[config.mk]
export PLATFORM = sky130hd
export DESIGN_NAME = wiper_bank
export DESIGN_NICKNAME = d
export VERILOG_FILES = /design/src/rtl/wb_pkg.sv /design/src/rtl/wb_settle.sv /design/src/rtl/wb_wiper.sv /design/src/rtl/wiper_bank.sv
export SDC_FILE = /design/constraint.sdc
export NUM_CORES = 1
export LEC_CHECK = 0
export BUFFER_PORTS_ARGS = -buffer_cell sky130_fd_sc_hd__buf_2
export CAP_MARGIN = 20
export CORE_MARGIN = 5
export CORE_UTILIZATION = 33
export CTS_CLUSTER_SIZE = 8
export DETAILED_ROUTE_END_ITERATION = 16
export HOLD_SLACK_MARGIN = 0.15
export SYNTH_ARGS = -nofsm -noshare
export SYNTH_HDL_FRONTEND = slang
export SYNTH_SLANG_ARGS = --single-unit
[constraint.sdc]
create_clock -name clk -period 3.3 [get_ports clk]
set_input_delay 0.66 -clock clk [delete_from_list [all_inputs] [get_ports clk]]
set_output_delay 0.66 -clock clk [all_outputs]
set_load 0.03 [all_outputs]
[src/rtl/wb_pkg.sv]
package wb_pkg;

   // Source that reloads a wiper counter in a given cycle
   typedef enum logic [1:0] {
      SRC_NONE = 2'd0,
      SRC_PWR  = 2'd1,
      SRC_HOST = 2'd2,
      SRC_XFR  = 2'd3
   } wb_src_e;

   function automatic int unsigned sel_width(input int unsigned n);
      return (n > 1) ? $clog2(n) : 1;
   endfunction

endpackage

[src/rtl/wb_settle.sv]
// Per-channel settling timer: holds a transfer value until the response delay runs out.
module wb_settle #(
   parameter int WIDTH       = 8,
   parameter int DELAY_TICKS = 250
) (
   input  logic             clk,
   input  logic             rst_n,
   input  logic             arm_i,
   input  logic [WIDTH-1:0] arm_data_i,
   input  logic             cancel_i,
   output logic             fire_o,
   output logic [WIDTH-1:0] fire_data_o
);

   generate
      if (DELAY_TICKS < 0) begin : g_bad_delay
         $error("wb_settle: DELAY_TICKS must not be negative");
      end

      if (DELAY_TICKS == 0) begin : g_direct
         logic unused_settle;
         assign unused_settle = cancel_i;
         assign fire_o        = arm_i;
         assign fire_data_o   = arm_data_i;
      end else begin : g_timed
         localparam int CW = $clog2(DELAY_TICKS + 1);
         localparam logic [CW-1:0] LOAD = CW'(DELAY_TICKS);
         localparam logic [CW-1:0] ONE  = CW'(1);

         logic [CW-1:0]    cnt_q;
         logic             pend_q;
         logic [WIDTH-1:0] data_q;

         always_ff @(posedge clk or negedge rst_n) begin
            if (!rst_n) begin
               cnt_q  <= '0;
               pend_q <= 1'b0;
               data_q <= '0;
            end else if (arm_i) begin
               cnt_q  <= LOAD;
               pend_q <= 1'b1;
               data_q <= arm_data_i;
            end else if (cancel_i) begin
               cnt_q  <= '0;
               pend_q <= 1'b0;
            end else if (pend_q) begin
               cnt_q <= cnt_q - ONE;
               if (cnt_q == ONE) begin
                  pend_q <= 1'b0;
               end
            end
         end

         assign fire_o      = pend_q && (cnt_q == ONE);
         assign fire_data_o = data_q;

         AST_FIRE_SINGLE: assert property (@(posedge clk) disable iff (!rst_n)
            (fire_o && !arm_i) |=> !fire_o);

         AST_CANCEL_QUIET: assert property (@(posedge clk) disable iff (!rst_n)
            (cancel_i && !arm_i) |=> !fire_o);
      end
   endgenerate

endmodule

[src/rtl/wb_wiper.sv]
// One wiper counter: prioritised loads plus saturating single-tap steps.
module wb_wiper
   import wb_pkg::*;
#(
   parameter int WIDTH = 8
) (
   input  logic             clk,
   input  logic             rst_n,
   input  logic             pwr_ld_i,
   input  logic [WIDTH-1:0] pwr_data_i,
   input  logic             host_ld_i,
   input  logic [WIDTH-1:0] host_data_i,
   input  logic             xfr_ld_i,
   input  logic [WIDTH-1:0] xfr_data_i,
   input  logic             step_i,
   input  logic             step_up_i,
   output logic [WIDTH-1:0] wiper_o
);

   localparam logic [WIDTH-1:0] TOP = {WIDTH{1'b1}};
   localparam logic [WIDTH-1:0] BOT = '0;
   localparam logic [WIDTH-1:0] ONE = WIDTH'(1);

   generate
      if (WIDTH < 2) begin : g_bad_width
         $error("wb_wiper: WIDTH must be at least 2");
      end
   endgenerate

   wb_src_e          src;
   logic [WIDTH-1:0] q;
   logic [WIDTH-1:0] stepped;
   logic [WIDTH-1:0] nxt;

   always_comb begin
      if (pwr_ld_i)       src = SRC_PWR;
      else if (host_ld_i) src = SRC_HOST;
      else if (xfr_ld_i)  src = SRC_XFR;
      else                src = SRC_NONE;
   end

   always_comb begin
      if (step_up_i) stepped = (q == TOP) ? q : q + ONE;
      else           stepped = (q == BOT) ? q : q - ONE;
   end

   always_comb begin
      case (src)
         SRC_PWR:  nxt = pwr_data_i;
         SRC_HOST: nxt = host_data_i;
         SRC_XFR:  nxt = xfr_data_i;
         default:  nxt = step_i ? stepped : q;
      endcase
   end

   always_ff @(posedge clk or negedge rst_n) begin
      if (!rst_n) q <= '0;
      else        q <= nxt;
   end

   assign wiper_o = q;

   AST_PWR_LOAD: assert property (@(posedge clk) disable iff (!rst_n)
      pwr_ld_i |=> (wiper_o == $past(pwr_data_i)));

   AST_LOAD_BEATS_STEP: assert property (@(posedge clk) disable iff (!rst_n)
      (host_ld_i && !pwr_ld_i && step_i) |=> (wiper_o == $past(host_data_i)));

   AST_STEP_SAT_HI: assert property (@(posedge clk) disable iff (!rst_n)
      (step_i && step_up_i && !pwr_ld_i && !host_ld_i && !xfr_ld_i && wiper_o == TOP)
      |=> (wiper_o == TOP));

   AST_STEP_SAT_LO: assert property (@(posedge clk) disable iff (!rst_n)
      (step_i && !step_up_i && !pwr_ld_i && !host_ld_i && !xfr_ld_i && wiper_o == BOT)
      |=> (wiper_o == BOT));

   AST_STEP_UNIT: assert property (@(posedge clk) disable iff (!rst_n)
      (step_i && step_up_i && !pwr_ld_i && !host_ld_i && !xfr_ld_i && wiper_o != TOP)
      |=> (wiper_o == $past(wiper_o) + ONE));

   AST_IDLE_HOLD: assert property (@(posedge clk) disable iff (!rst_n)
      (!step_i && !pwr_ld_i && !host_ld_i && !xfr_ld_i) |=> $stable(wiper_o));

endmodule

[src/rtl/wiper_bank.sv]
// Bank of wiper counters with host, transfer, power-up and step sources.
module wiper_bank
   import wb_pkg::*;
#(
   parameter int NPOT        = 4,
   parameter int WIDTH       = 8,
   parameter int DELAY_TICKS = 250,
   localparam int SELW       = sel_width(NPOT)
) (
   input  logic                  clk,
   input  logic                  rst_n,
   input  logic                  pwrup_i,
   input  logic [NPOT*WIDTH-1:0] pwrup_data_i,
   input  logic                  host_wr_i,
   input  logic [SELW-1:0]       host_sel_i,
   input  logic [WIDTH-1:0]      host_data_i,
   input  logic                  xfr_i,
   input  logic [SELW-1:0]       xfr_sel_i,
   input  logic [WIDTH-1:0]      xfr_data_i,
   input  logic                  gxfr_i,
   input  logic [NPOT*WIDTH-1:0] gxfr_data_i,
   input  logic                  step_i,
   input  logic                  step_up_i,
   input  logic [SELW-1:0]       step_sel_i,
   output logic [NPOT*WIDTH-1:0] wiper_o
);

   generate
      if (NPOT < 1) begin : g_bad_npot
         $error("wiper_bank: NPOT must be at least 1");
      end
   endgenerate

   logic [NPOT-1:0] step_hit;

   for (genvar k = 0; k < NPOT; k++) begin : g_chan
      logic             host_hit;
      logic             xfr_hit;
      logic             arm;
      logic [WIDTH-1:0] arm_data;
      logic             fire;
      logic [WIDTH-1:0] fire_data;

      assign host_hit    = host_wr_i && (host_sel_i == SELW'(k));
      assign xfr_hit     = xfr_i && (xfr_sel_i == SELW'(k));
      assign step_hit[k] = step_i && (step_sel_i == SELW'(k));
      assign arm         = gxfr_i || xfr_hit;
      assign arm_data    = gxfr_i ? gxfr_data_i[k*WIDTH +: WIDTH] : xfr_data_i;

      wb_settle #(
         .WIDTH       (WIDTH),
         .DELAY_TICKS (DELAY_TICKS)
      ) u_settle (
         .clk         (clk),
         .rst_n       (rst_n),
         .arm_i       (arm),
         .arm_data_i  (arm_data),
         .cancel_i    (pwrup_i || host_hit),
         .fire_o      (fire),
         .fire_data_o (fire_data)
      );

      wb_wiper #(
         .WIDTH       (WIDTH)
      ) u_wiper (
         .clk         (clk),
         .rst_n       (rst_n),
         .pwr_ld_i    (pwrup_i),
         .pwr_data_i  (pwrup_data_i[k*WIDTH +: WIDTH]),
         .host_ld_i   (host_hit),
         .host_data_i (host_data_i),
         .xfr_ld_i    (fire),
         .xfr_data_i  (fire_data),
         .step_i      (step_hit[k]),
         .step_up_i   (step_up_i),
         .wiper_o     (wiper_o[k*WIDTH +: WIDTH])
      );
   end

   AST_RESET_ZERO: assert property (@(posedge clk)
      !rst_n |=> (!rst_n || wiper_o == '0));

   AST_STEP_ONEHOT: assert property (@(posedge clk) disable iff (!rst_n)
      $onehot0(step_hit));

endmodule

Word level (Yosys, flattened, before mapping)
Index checks and enable logic that the tools add are counted.

word-level totals
  bits in registers = 100
  bits of input ports = 94
  logic and storage cells = 172

cells by class
  reductions and logical operators = 43
  add/sub/neg operators = 12
  equal/unequal tests = 37
  mux-type cells = 64

operator list
  operator             number
  $mux 8               32
  $pmux 8 s3           4
  $sub 8x1->8 const B  8
  $ne 5x5->1 const B   8
  $add 8x1->8 const B  4
  $eq 8x1->1 const B   4
  $eq 8x8->1 const B   4
  $logic_not 8->1      4
  $eq 2x2->1 const B   14
  $mux 2               12
  $logic_and 1x1->1    16
  $mux 1               16
  $reduce_bool 4->1    4
  $eq 2x1->1 const B   7
  $reduce_and 3->1     4
  $reduce_bool 3->1    4
  $logic_or 1x1->1     8
  $logic_not 2->1      3

Longest topological paths before layout
Gate-level depths: netlist of run 1.

  word-level depth = 8
  mapped depth = 12

Cells and area by module
A second synthesis of run 1 with hierarchy kept.

unflattened totals
  cell total of the unflattened synthesis = 830
  area total of the unflattened synthesis = 7692.4 sq um

modules (own cells, without submodules)
  module                         cells an instance  area an instance (sq um)  seq. area each (sq um)  times used
  wb_settle                      67                 808.3                     425.4                   4
  wb_wiper at g_chan[3].u_wiper  120                1011.0                    200.2                   1
  wb_wiper at g_chan[0].u_wiper  116                983.4                     200.2                   1
  wb_wiper at g_chan[1].u_wiper  111                947.2                     200.2                   1
  wb_wiper at g_chan[2].u_wiper  118                943.4                     200.2                   1
  wiper_bank                     97                 574.3                     0.0                     1

Worst setup path after synthesis of run 1
OpenSTA, ideal clock, no wires.

  path kind = in2reg
  from = input step_up_i
  to = register g_chan[3].u_wiper.q[6]
  cell stages on the path = 8
  data arrival time = 3.103 ns
  setup slack = 0.072 ns
  cells stage by stage = clkinv_1 fa_1 a211oi_1 o21bai_1 a21oi_1 xor2_1 a21oi_1 mux2_2

on the way
  longest elaborated chain between the ends = 3
  elaborated cells between the ends (all ways) = 6
  classes of those cells = eq/ne (2); mux (3); reduce/logical (1)

RTL lines
  what                  line              text
  from (decl)           wiper_bank.sv:23  input logic step_up_i,
  $mux 8                wb_wiper.sv:43    if (step_up_i) stepped = (q == TOP) ? q : q + ONE;
  $mux 8                wb_wiper.sv:52    default: nxt = step_i ? stepped : q;
  $pmux 8 s3            wb_wiper.sv:48    case (src)
  to (signal assigned)  wb_wiper.sv:58    else q <= nxt;
  to (decl)             wb_wiper.sv:31    logic [WIDTH-1:0] q;

Parallel ways exist; a longest one is shown, timed or not. The select of a mux whose other input is x is not followed.
A chain may end at the register's enable or synchronous reset.

Worst setup path after layout of run 1
  from = register g_chan[2].u_settle.g_timed.cnt_q[3]
  to = register g_chan[2].u_wiper.q[7]

on the way
  longest elaborated chain between the ends = 8
  elaborated cells between the ends (all ways) = 13
  classes of those cells = eq/ne (6); mux (4); reduce/logical (3)

RTL lines
  what                                                              line             text
  from (decl)                                                       wb_settle.sv:30  logic [CW-1:0] cnt_q;
  from (signal assigned)                                            wb_settle.sv:47  cnt_q <= cnt_q - ONE;
  $eq 8x1->1 (*)                                                    wb_settle.sv:54  assign fire_o = pend_q && (cnt_q == ONE);
  $logic_and 1x1->1 (*)                                             wb_settle.sv:54
  $mux 2 (*)                                                        wb_wiper.sv:38   else if (xfr_ld_i) src = SRC_XFR;
  $mux 2 (*)                                                        wb_wiper.sv:37   else if (host_ld_i) src = SRC_HOST;
  $mux 2 (*)                                                        wb_wiper.sv:36   if (pwr_ld_i) src = SRC_PWR;
  $eq 2x1->1 / $eq 2x2->1 (equally long branches)                   wb_wiper.sv:48
  $ne 5x5->1 (no line) / $reduce_bool 4->1 (equally long branches)  -
  $reduce_and 3->1 (no line)                                        -
  to (signal assigned)                                              wb_wiper.sv:58
  to (decl)                                                         wb_wiper.sv:31

Mark *: on every way between the ends. The rest lies on a longest branch, timed or not.

==> impl_metrics.csv, run 1 <==
group,metric,value,unit
worst_setup_path,timing_worst_setup_path_type,"reg2reg",
clock_network,cts.hold.buffers_added,0,
logic_synthesis,synth.distinct_cells,72,
logic_synthesis,synthSimpleGateAreaFrac,0.1793,
sta,final-hold-violation-count,0,
worst_setup_path,cp_data_required_time,3.57,ns
sta,finalWorstPathRequiredPeriod,3.036,ns
worst_setup_path,rr_worst_depth,9,
logic_synthesis,ys_seq_area_frac,0.3604,
sta,slew_headroom,0.4693,
worst_setup_path,critical-path-top-delay-family,"compound AO/OA/AOI/OAI gates",
routing,wl_per_cell,18.72,µm
clock_network,cts_tree,"yes",
status,run_status,"complete, no violations",
worst_setup_path,max_stage_delay,0.59,ns
sta,finalSetupViolations,0,
sta,fin_tns_setup,0,ns
logic_synthesis,synth_top_cell_area_share,0.3604,
routing,antenna_left,0,
global_routing,first_global_vias,5992,
global_routing,grt_start_max_net_pins,56,
logic_synthesis,syn-cell-area,6944,µm²
global_routing,combined_global_route_utilization_of_all_metal_layers,0.1811,
logic_synthesis,proportion_of_register_bits_with_asynchronous_set_or_reset_after_synthesis,1.000,
worst_setup_path,worst_setup_path_start_kind,"flop",
sta,post-route-period-util,0.9200,
logic_synthesis,synthTopCellsByArea,"dfrtp_1 36%, o21ai_0 7.6%, ha_1 6.5%, nand2_1 5.6%, mux2i_1 5.3%",
floorplan,initial_utilization,0.3324,
pwr,power.leakage,3.625,nW
clock_network,worst_skew_pair.late_latency,0.36,ns
floorplan,rows,53,
global_routing,wire_length_of_the_first_global_routing_pass,34200,µm
worst_setup_path,end_kind,"flop",
layout,post_route_cells_drive_above_1_share,0.2024,
clock_network,root_buffer,"clkbuf_16",
layout,final_cells,1174,
routing,routed-via-count,6332,
clock_network,clockBufferDepth,2,
layout,utilization,0.3916,
worst_setup_path,worst-path-buf-inv,0,
routing,detailedRoute.firstIterationViolations,393,
floorplan,design.die.area,24040,µm²
logic_synthesis,postSynthNetCount,918,
pwr,power.total,4.472,mW
sta,tightestPinTransition,0.7944,ns
floorplan,die_y,155.1,µm
logic_synthesis,syn_avg_cell_area,8.857,µm²
sta,rsz0062_at_grt,"false",
logic_synthesis,netlist.top_cell.by_area,"dfrtp_1",
worst_setup_path,cp.depth,9,
clock_network,htreeDepth,3,
logic_synthesis,ys.flop_type,"dfrtp_1",
clock_network,number_of_clock_buffers_inserted_by_tritoncts,9,
placed_design,dpl.hpwl,16310,µm
placed_design,post_dp_cell_area,7863,µm²
layout,layout-area-overhead-vs-synth,17.80,%
worst_setup_path,critPathArrivalTime,3.30,ns
global_routing,antenna_found_initial,0,
layout,n_fill_cell,2120,
logic_synthesis,largest_family_of_logic_cells_by_synthesized_area,"compound AO/OA/AOI/OAI gates",
placed_design,globalplace.congestion,0.8839,
logic_synthesis,number_of_synthesized_flops_with_an_enable_pin,0,
placed_design,detailedPlace.worstSlack,-0.02745,ns
sta,final.hold.worst_slack,0.3141,ns
pwr,peakVddDrop,0.0002875,V
worst_setup_path,critical-path-slowest-cell,"or4_4",
placed_design,numPortBuffers,125,
routing,postRouteWirelength,21980,µm
clock_network,clkSlewWorstSetupHoldPaths,0.07,ns
worst_setup_path,crit_path_max_fanout,13,
sta,fmax,0.3294,GHz
sta,fin_ws,0.2641,ns
run,max_cap_viol_count,0,
placed_design,count_of_placed_standard_cells_including_taps,1159,
sta,final.setup_skew,0.005713,ns
layout,design.final.nets,1029,
worst_hold_path,timing.hold.worst.class,"in2async",
layout,insertedDiodeCount,0,
logic_synthesis,post_synthesis_cell_count,784,
logic_synthesis,yosys_register_bits,100,
logic_synthesis,synth.area.mux_share,0.06955,
logic_synthesis,yosys_warnings,0,
sta,report.final.slew_viol_count,0,
pwr,pwr_density_cell,546.7,nW/µm²
worst_setup_path,worstPathCellList,"or4_4 > nor4b_1 > nand2_1 > o21ai_0 > ha_1 > a311oi_1 > a21oi_4 > a21boi_1 > a311oi_2",
floorplan,core_ar,20890,µm²
floorplan,die_width,155.1,µm
logic_synthesis,synth-xor-area-share,0.05802,
routing,route.detailed.drc,0,
clock_network,cts.sinks,100,
logic_synthesis,synth_adder_area_share,0.07640,
layout,fin_area,8180,µm²
logic_synthesis,compound_gate_fraction_of_synth_area,0.2160,
routing,drt-vias-per-instance,5.394,
floorplan,pin_count,126,
routing,firstDrtPassIters,6,
global_routing,grt_remaining_overflow,0,
==> where the power goes <==
| group | internal [mW] | switching [mW] |
|---|---|---|
| sequential | 1.41 | 0.274 |
| clock | 0.658 | 0.478 |
| combinational | 0.658 | 0.989 |
==> placed cells by master, fill, tap and decap left out, types with 3 or more instances in the layout <==
master     synthesis  layout
nand3_1           30      30
clkbuf_16          0       9
nor2b_1            7       7
nor4_1            10      10
mux2_2            10      10
nor3_1            17      17
nand3b_1           3       3
buf_12             0       3
xnor2_1           23      23
buf_2              6     124
nand4_1            7       7
o31ai_1            5       5
dfrtp_1          100     100
a211oi_1          11      11
a22o_1             4       4
a21oi_1           39      38
a31oi_1            5       5
a21o_1             8       8
inv_1             22      22
fa_1               4       4
nand2_1          104     104
ha_1              36      36
nand2b_1           3       3
o2111ai_1          4       4
a22oi_1           22      22
xor2_1            23      23
mux2i_1           37      37
o211ai_1           4       4
nor2_1            46      46
nor4b_1            3       3
o21bai_1           4       4
a311oi_1           3       3
buf_4              4      11
o21ai_0          105     105
==> final cells by class <==
| cell class | count | area, µm² | share of cell area |
|---|---|---|---|
| Inverter | 23 | 86.33 | 0.01055 |
| Clock inverter | 5 | 77.57 | 0.009483 |
| Timing Repair Buffer | 138 | 763.2 | 0.09330 |
| Sequential cell | 100 | 2502 | 0.3059 |
| Multi-Input combinational cell | 623 | 4178 | 0.5107 |
| Tap cell | 275 | 344.1 | 0.04206 |
| Clock buffer | 10 | 229.0 | 0.02799 |
==> path summary, 6_finish.rpt <==
kind	start	to	slack [ns]
worst min-delay path	rst_n	g_chan[2].u_wiper.wiper_o[4]$_DFFE_PN0P_	0.31
min in group clk	gxfr_data_i[5]	g_chan[0].u_settle.fire_data_o[5]$_DFFE_PN0P_	0.50
worst max-delay path	g_chan[2].u_settle.g_timed.cnt_q[3]$_DFFE_PN0P_	g_chan[2].u_wiper.wiper_o[7]$_DFFE_PN0P_	0.26
max in group asynchronous	rst_n	g_chan[0].u_wiper.wiper_o[2]$_DFFE_PN0P_	2.26
worst max register to register	g_chan[2].u_settle.g_timed.cnt_q[3]$_DFFE_PN0P_	g_chan[2].u_wiper.wiper_o[7]$_DFFE_PN0P_	0.26
worst min register to register	g_chan[0].u_settle.fire_data_o[2]$_DFFE_PN0P_	g_chan[0].u_settle.fire_data_o[2]$_DFFE_PN0P_	0.57
==> per-layer routing <==
| metal | global-route usage | vias to the layer above | part of all wire |
|---|---|---|---|
| met3 | 0.03894 | 26 | 0.068 |
| met1 | 0.2620 | 3023 | 0.46 |
| met2 | 0.2762 | 203 | 0.45 |
| li1 | - | 3080 | - |
| met5 | 0 | - | 0 |
| met4 | 0.04458 | 0 | 0.018 |
==> cells by family (layout without fill, tap and decap cells) <==
| group | Yosys count | after routing |
|---|---|---|
| AO/OA/AOI/OAI | 237 | 237 |
| XOR/XNOR | 46 | 46 |
| adder cells (fa/ha/maj) | 40 | 40 |
| buffers and inverters | 61 | 176 |
| flip-flops | 100 | 100 |
| multiplexers | 47 | 47 |
| AND/OR/NAND/NOR | 253 | 253 |
==> registers in the layout, summed over array words and instances, names as in the netlist <==
signal	count
g_chan.u_settle.g_timed.pend_q	4
g_chan.u_settle.fire_data_o	32
g_chan.u_wiper.wiper_o	32
g_chan.u_settle.g_timed.cnt_q	32
==> synth_stat cells, drive strengths merged (3+ instances only) <==
master and number:
o31ai 6, o21ai 106, a221oi 3, nand2b 3
nor2b 7, a31oi 5, clkbuf 24, nand2 104
xor2 23, nand3b 4, nor4 12, mux2 10
nand4 7, a21o 8, a21oi 41, fa 4
a311oi 4, o211ai 4, nand3 30, dfrtp 100
inv 22, buf 14, nor3b 4, nor4b 3
nor2 47, a22oi 22, xnor2 23, o21bai 4
nor3 17, a22o 4, o2111ai 4, mux2i 37
a211oi 11, ha 36
==> worst register-to-register path: cells and delay by family, from the launching register on <==
family,cells,cell delay (ns)
compound gates,5,1.15
simple gates,3,1.08
flops,1,0.44
fa+ha+maj,1,0.26
==> repair_timing <==
| action | 4_1_cts | 5_1_grt |
|---|---|---|
| resized for setup | 1 | 1 |
| cloned | 0 | 0 |
| setup buffers | 0 | 0 |
| endpoints found under the setup margin | 4 | 2 |
| pin swaps | 0 | 0 |
Power figures use the tool's default switching activity.
==> run 2, diff against run 1 <==
- CORE_ASPECT_RATIO: default -> 1.75
==> run 2 against run 1 <==
Compared with the run above:
- highest routed layer is now met5
- sequential cell count unchanged
- worst setup slack better by 0.051 ns
- critical endpoint is now g_chan[1].u_wiper.wiper_o[0]$_DFFE_PN0P_
- via count up 1.0%
- combinational power about the same
- die area up 0.48%
- global-route usage up 0.80 points
- cell count down 2.0%
==> impl_metrics.csv, run 2 (synthesis gave the netlist of run 1 again) <==
group,metric,value,unit
status,run_status,"complete, no violations",
sta,post-route-period-util,0.9045,
clock_network,cts.sinks,100,
worst_setup_path,max_stage_delay,0.62,ns
worst_setup_path,critical-path-slowest-cell,"a21oi_2",
routing,drt-vias-per-instance,5.557,
sta,report.final.slew_viol_count,0,
sta,fin_tns_setup,0,ns
floorplan,design.die.area,24160,µm²
placed_design,globalplace.congestion,0.8896,
clock_network,htreeDepth,3,
pwr,switchingPower,1.769,mW
layout,insertedDiodeCount,0,
pwr,clkPwrFrac,0.243,
pwr,power.total,4.432,mW
floorplan,die_width,119.7,µm
worst_hold_path,timing.hold.worst.class,"in2async",
layout,design.final.nets,1028,
floorplan,initial_utilization,0.3331,
pwr,share_comb_of_total_power,0.375,
layout,multiInputGateArea,4167,µm²
floorplan,die_y,201.9,µm
pwr,swShare,0.3992,
pwr,peakVddDrop,0.0002703,V
placed_design,dpl.hpwl,17720,µm
worst_setup_path,critPathArrivalTime,3.22,ns
global_routing,first_global_vias,6587,
pwr,pwr_density_cell,546.3,nW/µm²
pwr,seqPwrFrac,0.382,
routing,firstDrtPassIters,5,
clock_network,number_of_clock_buffers_inserted_by_tritoncts,9,
sta,final-hold-violation-count,0,
worst_setup_path,worstPathCellList,"inv_1 > ha_1 > nor4b_1 > nand3_1 > o21ai_0 > ha_1 > nor2_1 > a21oi_2 > o2111ai_1 > o211a_1",
layout,register_area,2502,µm²
global_routing,wire_length_of_the_first_global_routing_pass,36000,µm
sta,tightestPinTransition,0.7860,ns
sta,fin_ws,0.3153,ns
routing,route.detailed.drc,0,
layout,post_route_cells_drive_above_1_share,0.1991,
global_routing,grt_start_max_net_pins,54,
sta,slew_headroom,0.4760,
worst_setup_path,cp_data_required_time,3.54,ns
routing,routed-via-count,6396,
pwr,power.leakage,3.602,nW
routing,postRouteWirelength,22890,µm
clock_network,cts_tree,"yes",
clock_network,worst_skew_pair.late_latency,0.35,ns
run,max_cap_viol_count,0,
clock_network,post_cts_resized,0,
global_routing,antenna_found_initial,1,
clock_network,cts.repair_timing.setup_buffer_count,0,
global_routing,combined_global_route_utilization_of_all_metal_layers,0.1891,
routing,wl_per_cell,19.88,µm
sta,final.hold.worst_slack,0.3488,ns
layout,mostFrequentLayoutCell,"buf_2",
global_routing,grt_remaining_overflow,0,
placed_design,detailedPlace.worstSlack,0.3627,ns
worst_setup_path,worst_setup_path_start_kind,"flop",
sta,fmax,0.3350,GHz
layout,most-common-layout-cells,"124 x buf_2, 105 x o21ai_0, 104 x nand2_1, 100 x dfrtp_1, 46 x nor2_1",
worst_setup_path,end_kind,"flop",
clock_network,clkSlewWorstSetupHoldPaths,0.07,ns
sta,rsz0062_at_grt,"false",
worst_setup_path,timing_worst_setup_path_type,"reg2reg",
worst_setup_path,crit_path_max_fanout,17,
worst_setup_path,critical-path-top-cell-by-count,"ha_1",
routing,detailedRoute.firstIterationViolations,405,
floorplan,pin_count,126,
clock_network,cts.hold.buffers_added,0,
clock_network,root_buffer,"clkbuf_16",
routing,antenna_left,0,
layout,utilization,0.3892,
sta,finalSetupViolations,0,
floorplan,core_ar,20850,µm²
placed_design,numPortBuffers,125,
clock_network,clockBufferDepth,2,
pwr,internal_power_summed_over_all_cells,2.663,mW
floorplan,rows,70,
sta,finalWorstPathRequiredPeriod,2.985,ns
layout,n_fill_cell,2185,
sta,final.setup_skew,0.007473,ns
layout,layout-area-overhead-vs-synth,16.83,%
==> run 2: changes by cell type in the layout (fill, tap and decap cells not counted) <==
cell	before	now
a21oi_1	38	39
a21oi_4	2	1
buf_4	11	10
bufinv_16	2	1
clkbuf_1	1	3
clkinv_2	2	1
clkinvlp_4	1	2
==> run 2: through the flow <==
| stage | area (µm²) | instances |
|---|---|---|
| after floorplan | 6944 | 784 |
| after global placement | 7826 | 1135 |
| after detailed placement | 7826 | 1135 |
| after CTS | 8113 | 1151 |
| after global routing | 8113 | 1151 |
| final | 8113 | 1151 |
==> run 2: per-layer routing <==
layer	vias to the layer above	track usage	routed length (µm)
li1	3077	-	-
met3	45	0.03052	1085
met2	193	0.3273	11480
met5	-	0	7
met1	3079	0.2291	9411
met4	2	0.08521	905
==> run 2: final timing paths <==
path / startpoint / to / slack, ns / cells after the start
min: rst_n / g_chan[0].u_settle.g_timed.cnt_q[7]$_DFFE_PN0P_ / 0.35 / 1
min reg2reg: g_chan[3].u_wiper.wiper_o[4]$_DFFE_PN0P_ / g_chan[3].u_wiper.wiper_o[4]$_DFFE_PN0P_ / 0.57 / 2
max in group asynchronous: rst_n / g_chan[1].u_settle.fire_data_o[3]$_DFFE_PN0P_ / 2.07 / 3
min in group clk: gxfr_data_i[4] / g_chan[0].u_settle.fire_data_o[4]$_DFFE_PN0P_ / 0.52 / 3
max: g_chan[1].u_settle.g_timed.cnt_q[1]$_DFFE_PN0P_ / g_chan[1].u_wiper.wiper_o[0]$_DFFE_PN0P_ / 0.32 / 10
max reg2reg: g_chan[1].u_settle.g_timed.cnt_q[1]$_DFFE_PN0P_ / g_chan[1].u_wiper.wiper_o[0]$_DFFE_PN0P_ / 0.32 / 10
==> run 2: power by group through the flow <==
stage | Clock, mW | Combinational, mW | Sequential [mW]
after floorplan | 0 | 0.975 | 1.86
after global placement | 0 | 1.64 | 1.71
after detailed placement | 0 | 1.66 | 1.71
after CTS | 1.09 | 1.67 | 1.69
after global routing | 1.14 | 1.84 | 1.73
final | 1.08 | 1.66 | 1.69
==> run 2: final cells by class <==
type | instances | share of cell area
multi-input combinational | 623 | 0.5136
sequential | 100 | 0.3085
timing repair buffer | 137 | 0.09315
tap | 252 | 0.03886
clock buffer | 12 | 0.02915
inverter | 23 | 0.01064
clock inverter | 4 | 0.006169
==> run 2: critical path, delay by kind of cell (launching register included) <==
kind                       cells  cell delay, ns
AOI/OAI and AO/OA              4            1.27
buffers and inverters          1            0.09
and+or+nand+nor                3            0.67
DFF                            1            0.39
adders and majority gates      2            0.44
